==> src/rtl/fb_pkg.sv <==
// Shared constants and types for the sequential-access filter bank.
// Assumes all modules take their default sizes from here.
package fb_pkg;
    localparam int unsigned FB_WORD_W = 32;
    localparam int unsigned FB_DEPTH  = 8;
    localparam int unsigned FB_ADDR_W = 8;

    // Decoded bus strobes for one cycle at the bank address.
    typedef struct packed {
        logic wr;
        logic rd;
    } fb_access_t;
endpackage

==> src/rtl/fb_seq_ptr.sv <==
// Entry pointer for the bank: moves forward one step per access and wraps
// at DEPTH-1. A clear input forces it to 0 and wins over a step.
// Assumes DEPTH >= 2 and a synchronous active-low reset.
module fb_seq_ptr #(
    parameter int unsigned DEPTH = fb_pkg::FB_DEPTH,
    localparam int unsigned PTR_W = (DEPTH > 1) ? $clog2(DEPTH) : 1
) (
    input  logic             clk,
    input  logic             rst_n,
    input  logic             clr,
    input  logic             step,
    output logic [PTR_W-1:0] ptr
);
    localparam logic [PTR_W-1:0] LAST = PTR_W'(DEPTH - 1);

    logic [PTR_W-1:0] ptr_next;

    // Next value on a step: wrap after the last entry.
    always_comb begin
        ptr_next = (ptr == LAST) ? '0 : ptr + 1'b1;
    end

    // Pointer register with clear and step.
    always_ff @(posedge clk) begin
        if (!rst_n)     ptr <= '0;
        else if (clr)   ptr <= '0;
        else if (step)  ptr <= ptr_next;
    end

    AST_PTR_CLEAR: assert property (@(posedge clk) disable iff (!rst_n)
        clr |=> (ptr == '0));
    AST_PTR_WRAP: assert property (@(posedge clk) disable iff (!rst_n)
        (step && !clr && ptr == LAST) |=> (ptr == '0));
    AST_PTR_ADVANCE: assert property (@(posedge clk) disable iff (!rst_n)
        (step && !clr && ptr != LAST) |=> (ptr == $past(ptr) + 1'b1));
    AST_PTR_IDLE: assert property (@(posedge clk) disable iff (!rst_n)
        (!step && !clr) |=> $stable(ptr));
endmodule

==> src/rtl/fb_entry_store.sv <==
// Storage for DEPTH words. Only the entry named by wr_idx is written, when
// wr_en is high. All entries are shown together on a flat output.
// Assumes wr_idx is always below DEPTH.
module fb_entry_store #(
    parameter int unsigned WORD_W = fb_pkg::FB_WORD_W,
    parameter int unsigned DEPTH  = fb_pkg::FB_DEPTH,
    localparam int unsigned PTR_W = (DEPTH > 1) ? $clog2(DEPTH) : 1
) (
    input  logic                    clk,
    input  logic                    rst_n,
    input  logic                    wr_en,
    input  logic [PTR_W-1:0]        wr_idx,
    input  logic [WORD_W-1:0]       wr_data,
    output logic [DEPTH*WORD_W-1:0] bank_flat
);
    for (genvar k = 0; k < DEPTH; k++) begin : g_entry
        logic [WORD_W-1:0] word_q;
        logic              sel;

        // Select line for this entry.
        always_comb begin
            sel = wr_en && (wr_idx == PTR_W'(k));
        end

        // Word register: clears on reset, loads when selected.
        always_ff @(posedge clk) begin
            if (!rst_n)   word_q <= '0;
            else if (sel) word_q <= wr_data;
        end

        assign bank_flat[k*WORD_W +: WORD_W] = word_q;

        AST_ENTRY_LOAD: assert property (@(posedge clk) disable iff (!rst_n)
            (wr_en && wr_idx == PTR_W'(k)) |=>
                (bank_flat[k*WORD_W +: WORD_W] == $past(wr_data)));
        AST_ENTRY_KEEP: assert property (@(posedge clk) disable iff (!rst_n)
            !(wr_en && wr_idx == PTR_W'(k)) |=>
                $stable(bank_flat[k*WORD_W +: WORD_W]));
    end
endmodule

==> src/rtl/fb_read_port.sv <==
// Registered read path: on rd_en it captures the entry named by rd_idx and
// holds it until the next read. It samples before any write in the same
// cycle takes effect, so a combined access returns the old contents.
module fb_read_port #(
    parameter int unsigned WORD_W = fb_pkg::FB_WORD_W,
    parameter int unsigned DEPTH  = fb_pkg::FB_DEPTH,
    localparam int unsigned PTR_W = (DEPTH > 1) ? $clog2(DEPTH) : 1
) (
    input  logic                    clk,
    input  logic                    rst_n,
    input  logic                    rd_en,
    input  logic [PTR_W-1:0]        rd_idx,
    input  logic [DEPTH*WORD_W-1:0] bank_flat,
    output logic [WORD_W-1:0]       rdata
);
    logic [WORD_W-1:0] sel_word;

    // Pick the addressed entry out of the flat bank.
    always_comb begin
        sel_word = bank_flat[rd_idx*WORD_W +: WORD_W];
    end

    // Read data register, loaded only on a read.
    always_ff @(posedge clk) begin
        if (!rst_n)     rdata <= '0;
        else if (rd_en) rdata <= sel_word;
    end

    AST_READ_CAPTURE: assert property (@(posedge clk) disable iff (!rst_n)
        rd_en |=> (rdata == $past(bank_flat[rd_idx*WORD_W +: WORD_W])));
    AST_READ_HOLD: assert property (@(posedge clk) disable iff (!rst_n)
        !rd_en |=> $stable(rdata));
endmodule

==> src/rtl/seq_filter_bank.sv <==
// Top level: decodes the single bank address and routes strobes to the
// shared pointer, the entry store and the read port. Every word is exposed
// in parallel for the pattern matcher.
// Assumes single-cycle strobes and a synchronous active-low reset.
module seq_filter_bank #(
    parameter int unsigned WORD_W    = fb_pkg::FB_WORD_W,
    parameter int unsigned DEPTH     = fb_pkg::FB_DEPTH,
    parameter int unsigned ADDR_W    = fb_pkg::FB_ADDR_W,
    parameter logic [ADDR_W-1:0] BANK_ADDR = ADDR_W'(8'h28)
) (
    input  logic                    clk,
    input  logic                    rst_n,
    input  logic                    ptr_clr,
    input  logic [ADDR_W-1:0]       bus_addr,
    input  logic                    bus_wr,
    input  logic                    bus_rd,
    input  logic [WORD_W-1:0]       bus_wdata,
    output logic [WORD_W-1:0]       bus_rdata,
    output logic [DEPTH*WORD_W-1:0] filt_bank
);
    localparam int unsigned PTR_W = (DEPTH > 1) ? $clog2(DEPTH) : 1;

    fb_pkg::fb_access_t acc;
    logic               hit;
    logic               step;
    logic [PTR_W-1:0]   ptr;

    // Address decode and strobe gating.
    always_comb begin
        hit    = (bus_addr == BANK_ADDR);
        acc.wr = hit && bus_wr;
        acc.rd = hit && bus_rd;
        step   = acc.wr || acc.rd;
    end

    fb_seq_ptr #(.DEPTH(DEPTH)) u_ptr (
        .clk   (clk),
        .rst_n (rst_n),
        .clr   (ptr_clr),
        .step  (step),
        .ptr   (ptr)
    );

    fb_entry_store #(.WORD_W(WORD_W), .DEPTH(DEPTH)) u_store (
        .clk       (clk),
        .rst_n     (rst_n),
        .wr_en     (acc.wr),
        .wr_idx    (ptr),
        .wr_data   (bus_wdata),
        .bank_flat (filt_bank)
    );

    fb_read_port #(.WORD_W(WORD_W), .DEPTH(DEPTH)) u_rd (
        .clk       (clk),
        .rst_n     (rst_n),
        .rd_en     (acc.rd),
        .rd_idx    (ptr),
        .bank_flat (filt_bank),
        .rdata     (bus_rdata)
    );

    AST_FOREIGN_NO_BANK: assert property (@(posedge clk) disable iff (!rst_n)
        (!hit && !ptr_clr) |=> ($stable(filt_bank) && $stable(bus_rdata)));
    AST_COMBINED_ONE_STEP: assert property (@(posedge clk) disable iff (!rst_n)
        (hit && bus_wr && bus_rd && !ptr_clr && ptr != PTR_W'(DEPTH-1)) |=>
            (ptr == $past(ptr) + 1'b1));
endmodule

==> config.mk <==
export PLATFORM = sky130hd
export DESIGN_NAME = seq_filter_bank
export DESIGN_NICKNAME = d
export VERILOG_FILES = /design/src/rtl/fb_pkg.sv /design/src/rtl/fb_seq_ptr.sv /design/src/rtl/fb_entry_store.sv /design/src/rtl/fb_read_port.sv /design/src/rtl/seq_filter_bank.sv
export SDC_FILE = /design/constraint.sdc
export NUM_CORES = 1
export LEC_CHECK = 0
export BUFFER_PORTS_ARGS = -buffer_cell sky130_fd_sc_hd__buf_2
export CAP_MARGIN = 10
export CORE_ASPECT_RATIO = 0.9
export CORE_UTILIZATION = 35
export DETAILED_ROUTE_END_ITERATION = 10
export PLACE_DENSITY = 0.68
export SLEW_MARGIN = 20
export SYNTH_ARGS = -nofsm -noshare
export SYNTH_HDL_FRONTEND = slang
export SYNTH_HIERARCHICAL = 1
export SYNTH_SLANG_ARGS = --single-unit
==> constraint.sdc <==
create_clock -name clk -period 3.1 [get_ports clk]
set_clock_uncertainty 0.15 [all_clocks]
set_input_delay 0.62 -clock clk [delete_from_list [all_inputs] [get_ports clk]]
set_output_delay 0.62 -clock clk [all_outputs]
set_load 0.02 [all_outputs]
==> impl_summary.txt <==
----------------------------------------------------
[Outcome]
  Status ... finished clean

[Clock tree]
  Post-CTS clock slew at the launch and capture registers of the worst setup and hold paths ... 60 ps
  Number of sinks on the clock net ... 291
  CTS tree ... yes
  Cell at the root of the clock tree ... sky130_fd_sc_hd__clkbuf_16
  Clock network latency to the later pin of the worst-skew pair ... 560 ps
  Number of clock buffers inserted by TritonCTS ... 31
  Setup bufs post-CTS ... 0
  Htree depth ... 1
  Clock tree buffer depth ... 3
  Post-cts gate resize count ... 0
  Hold-fix buffers at CTS ... 0

[Setup path]
  Critical path fanouts, max ... 15
  Required time at the worst-slack endpoint ... roughly 3400 ps
  Data arrival time at the worst-slack endpoint ... between 2000 and 3000 ps
  RR Endpoint ... u_rd/rdata[1]$_SDFFE_PN0P_
  Launching point of the worst reg2reg path ... u_ptr/ptr[1]$_SDFFE_PP0P_
  Sort of element at the end of the critical path ... flip-flop
  Crit start category ... flip-flop
  Length in cells of the worst reg-to-reg path ... 5
  Slack of the worst reg-to-reg path ... roughly 690 ps
  Category of the critical setup timing path ... flip-flop to flip-flop

[STA]
  Total count of max-transition violations in the final report ... 0
  Unrepaired setup endpoints after global routing ... false
  Final-layout setup total negative slack ... 0 ps
  Time the final worst path needs with I/O delays and setup ... roughly 2400 ps
  Headroom to the max-slew limit ... between 50 and 60%
  Final critical-path share of the clock period ... roughly 78%
  Maximum achievable frequency ... between 400 and 500 MHz
  Worst Max-Slew Pin Slew ... between 700 and 800 ps
  Final hold slack ... approximately 240 ps
  Final number of setup-violating endpoints ... 0
  Final hold violation count ... 0

[Pwr]
  Switching power summed over all nets ... between 0.0015 and 0.002 W
  Power share of the clock group ... between 40 and 50%
  Static leakage power ... 7.929 nW
  Pwr dens ... between 400 and 500 nW/µm²
  Worst supply voltage drop on vdd ... roughly 0.42 mV
  Share of total power consumed by net switching ... a little over a fifth
  Total power draw ... between 0.007 and 0.008 W
  Internal Dissipation ... 0.006083 W
  Combinational Power Share ... between 2 and 3%
  Sequential share of power ... between 40% and 50%

[Floorplanning]
  Core region area ... between 30000 and 40000 µm²
  Starting density of the core ... between 30% and 40%
  IO Pins ... approximately 330
  Floorplan row count ... 65
  Die area ... about 36000 µm²
  Vertical die dimension ... between 150 and 200 µm
  Chip width ... approximately 200 µm

[Worst hold path]
  Number of stages on the worst hold path ... 3
  Min-delay src ... ptr_clr
  Hold Path End ... u_ptr/ptr[0]$_SDFFE_PP0P_
  Worst min path class ... primary input to flip-flop

[Logic synthesis]
  Main combinational cell family by area after synthesis ... multiplexers
  Most frequent cell after synthesis ... sky130_fd_sc_hd__mux2i_1
  Area fraction in compound gates after synthesis ... around 6.9%
  Most frequent cells after synthesis ... sky130_fd_sc_hd__mux2i_1, sky130_fd_sc_hd__dfxtp_1, sky130_fd_sc_hd__nand2_1, sky130_fd_sc_hd__mux2_2, sky130_fd_sc_hd__buf_2
  Synthesized area per cell ... a little over 10 µm²
  Post-Syn Nets ... roughly 1300
  Synth area leader ... sky130_fd_sc_hd__dfxtp_1
  Share of synthesized cell area in full adder, half adder and majority cells ... less than 1%
  Simple-Gate Fraction of Synth Area ... a little over 10%
  Count of warnings emitted by yosys ... 6
  XOR/XNOR Fraction of Synth Area ... 0%
  Seq/Total Area, Yosys ... a little under half
  Number of storage elements in the synthesis netlist ... 291
  Leading post-synthesis cells by cell area ... sky130_fd_sc_hd__dfxtp_1, sky130_fd_sc_hd__mux2i_1, sky130_fd_sc_hd__nand2_1
  Mux share of post-synthesis cell area ... 31.47%
  Area fraction of the dominant cell type after synthesis ... a little under half
  Distinct cell type count of the synthesized netlist ... 32
  Netlist area before placement ... roughly 13000 µm²
  Synthesized instance count ... between 1000 and 1500
  Share of flip-flops with an asynchronous set or reset after synthesis ... 0%
  Most used flip-flop cell after synthesis ... sky130_fd_sc_hd__dfxtp_1
  Number of enable flip-flop cells after synthesis ... 0

[Cells and area]
  Count of filler cells inserted in the layout ... 3376
  Number of antenna repair diodes ... 0
  Layout Nets ... 1576
  Proportion of layout cells with a drive suffix above 1 ... between 30% and 40%
  Seq. cell area ... just under 6000 µm²
  Area Growth Syn to Fin ... 26.07%
  Combined area of the multi-input logic cells ... between 6000 and 7000 µm²

[Route]
  DR iter-0 viols ... between 600 and 700
  Number of remaining DRC errors ... 0
  Routed WL per cell ... about 20 µm
  Number of optimization iterations in the first detailed-route pass ... 5
  Via count of the routed design ... between 10000 and 15000
  Met3 WL post-DR ... between 2 and 3 mm
  Met2 wirelength from detailed routing ... about 18 mm
  Routed vias/inst ... 5.148
  Top layer in use ... met4
  Final Routed Wirelength ... between 40 and 50 mm
  Post-detailed-route count of antenna-violating nets ... 0
  Post-Route M1 WL ... 17.98 mm

[Global route]
  Wire length of the first global-routing pass ... between 60 and 70 mm
  Via count of the first global-routing pass ... ~10000
  GR Overflow Total ... 0
  Number of antenna violations at the first check in global routing ... 0
  All-layer global routing usage ... between 20% and 30%
  Maximum number of pins on one net before global-route repair ... 76

[Job]
  Max_cap viols ... 0

[Placement]
  Placer Congestion ... between 0.8 and 0.9
  Number of port buffers ... between 300 and 400
  Final HPWL DP ... 26.70 mm

----------------------------------------------------
[through the flow]
step / util [%] / setup WS, ps / area (µm²) / cells
floorplan: - / 584.5 / 12500 / 1221
global placement: 41.89 / 215.9 / 14720 / 1965
detailed placement: 41.89 / 178.6 / 14720 / 1965
CTS: 44.86 / 662.7 / 15760 / 2018
global route: 44.86 / 543.8 / 15760 / 2018
finish: 44.86 / 690.6 / 15760 / 2018
[worst max-delay path, stage by stage (launching register included)]
cell	delay, ps
sky130_fd_sc_hd__dfxtp_1	750
sky130_fd_sc_hd__nor2b_4	590
sky130_fd_sc_hd__buf_4	400
sky130_fd_sc_hd__a22oi_1	150
sky130_fd_sc_hd__o221ai_1	130
sky130_fd_sc_hd__a21oi_1	100
[layout by cell type, fill, tap and decap left out, types with 2 or more instances in the layout]
cell / instances
sky130_fd_sc_hd__a22oi_1: 10
sky130_fd_sc_hd__nand2b_1: 3
sky130_fd_sc_hd__o221ai_1: 10
sky130_fd_sc_hd__mux2_2: 64
sky130_fd_sc_hd__mux2i_1: 321
sky130_fd_sc_hd__nand4bb_4: 2
sky130_fd_sc_hd__bufinv_16: 2
sky130_fd_sc_hd__buf_2: 331
sky130_fd_sc_hd__o22ai_1: 22
sky130_fd_sc_hd__o21ai_0: 32
sky130_fd_sc_hd__clkbuf_16: 31
sky130_fd_sc_hd__clkinv_2: 2
sky130_fd_sc_hd__clkbuf_8: 13
sky130_fd_sc_hd__or4b_1: 2
sky130_fd_sc_hd__ha_1: 2
sky130_fd_sc_hd__inv_1: 2
sky130_fd_sc_hd__buf_4: 31
sky130_fd_sc_hd__a21oi_1: 33
sky130_fd_sc_hd__a221o_1: 22
sky130_fd_sc_hd__dfxtp_1: 290
sky130_fd_sc_hd__buf_12: 12
sky130_fd_sc_hd__nand2_1: 288
sky130_fd_sc_hd__nand4b_1: 3
sky130_fd_sc_hd__clkbuf_1: 5
[power by group through the flow]
stage                     logic (W)  clock network [W]  registers, W
after floorplan            0.000108                  0       0.00383
after global placement     0.000190                  0       0.00382
after detailed placement   0.000193                  0       0.00382
after CTS                  0.000193            0.00386       0.00374
after global routing       0.000210            0.00402       0.00374
final                      0.000193            0.00378       0.00374
[routing by layer]
metal | GRT usage (%) | vias up
met5 | 0 | -
met4 | 6.636 | 0
met3 | 4.888 | 74
met2 | 33.97 | 362
met1 | 28.68 | 5059
li1 | - | 4893
[final cells by class]
cell class | instances | area share [%]
Multi-Input combinational cell | 828 | 39.01
Clock inverter | 4 | 0.4446
Tap cell | 469 | 3.723
Timing Repair Buffer | 375 | 13.61
Inverter | 2 | 0.04763
Clock buffer | 49 | 6.177
Sequential cell | 291 | 36.99
[how the worst max path moves through the flow]
stage                                    startpoint                                         end  slack [ps]
final                     u_ptr/ptr[1]$_SDFFE_PP0P_                  u_rd/rdata[1]$_SDFFE_PN0P_         690
after global routing      u_ptr/ptr[1]$_SDFFE_PP0P_                  u_rd/rdata[1]$_SDFFE_PN0P_         540
after CTS                 u_ptr/ptr[1]$_SDFFE_PP0P_                  u_rd/rdata[1]$_SDFFE_PN0P_         660
after detailed placement                bus_addr[7]  u_store/g_entry[0].word_q[22]$_SDFFE_PN0P_         180
after global placement                  bus_addr[7]  u_store/g_entry[0].word_q[16]$_SDFFE_PN0P_         220
after floorplan                         bus_addr[7]  u_store/g_entry[0].word_q[10]$_SDFFE_PN0P_         580
[registers in the layout, indices dropped and copies added, names as in the netlist]
| name | cells |
|---|---|
| u_store/g_entry.word_q | 256 |
| u_rd/rdata | 32 |
| u_ptr/ptr | 3 |
[kinds of logic (layout without fill, tap and decap cells)]
kind of cell / count (synthesis) / after routing
multiplexers: 385 / 385
AND/OR/NAND/NOR: 310 / 310
flip-flops: 291 / 291
AO/OA/AOI/OAI: 131 / 131
buffers and inverters: 102 / 430
adder cells (fa/ha/maj): 2 / 2
Power figures use the tool's default switching activity.
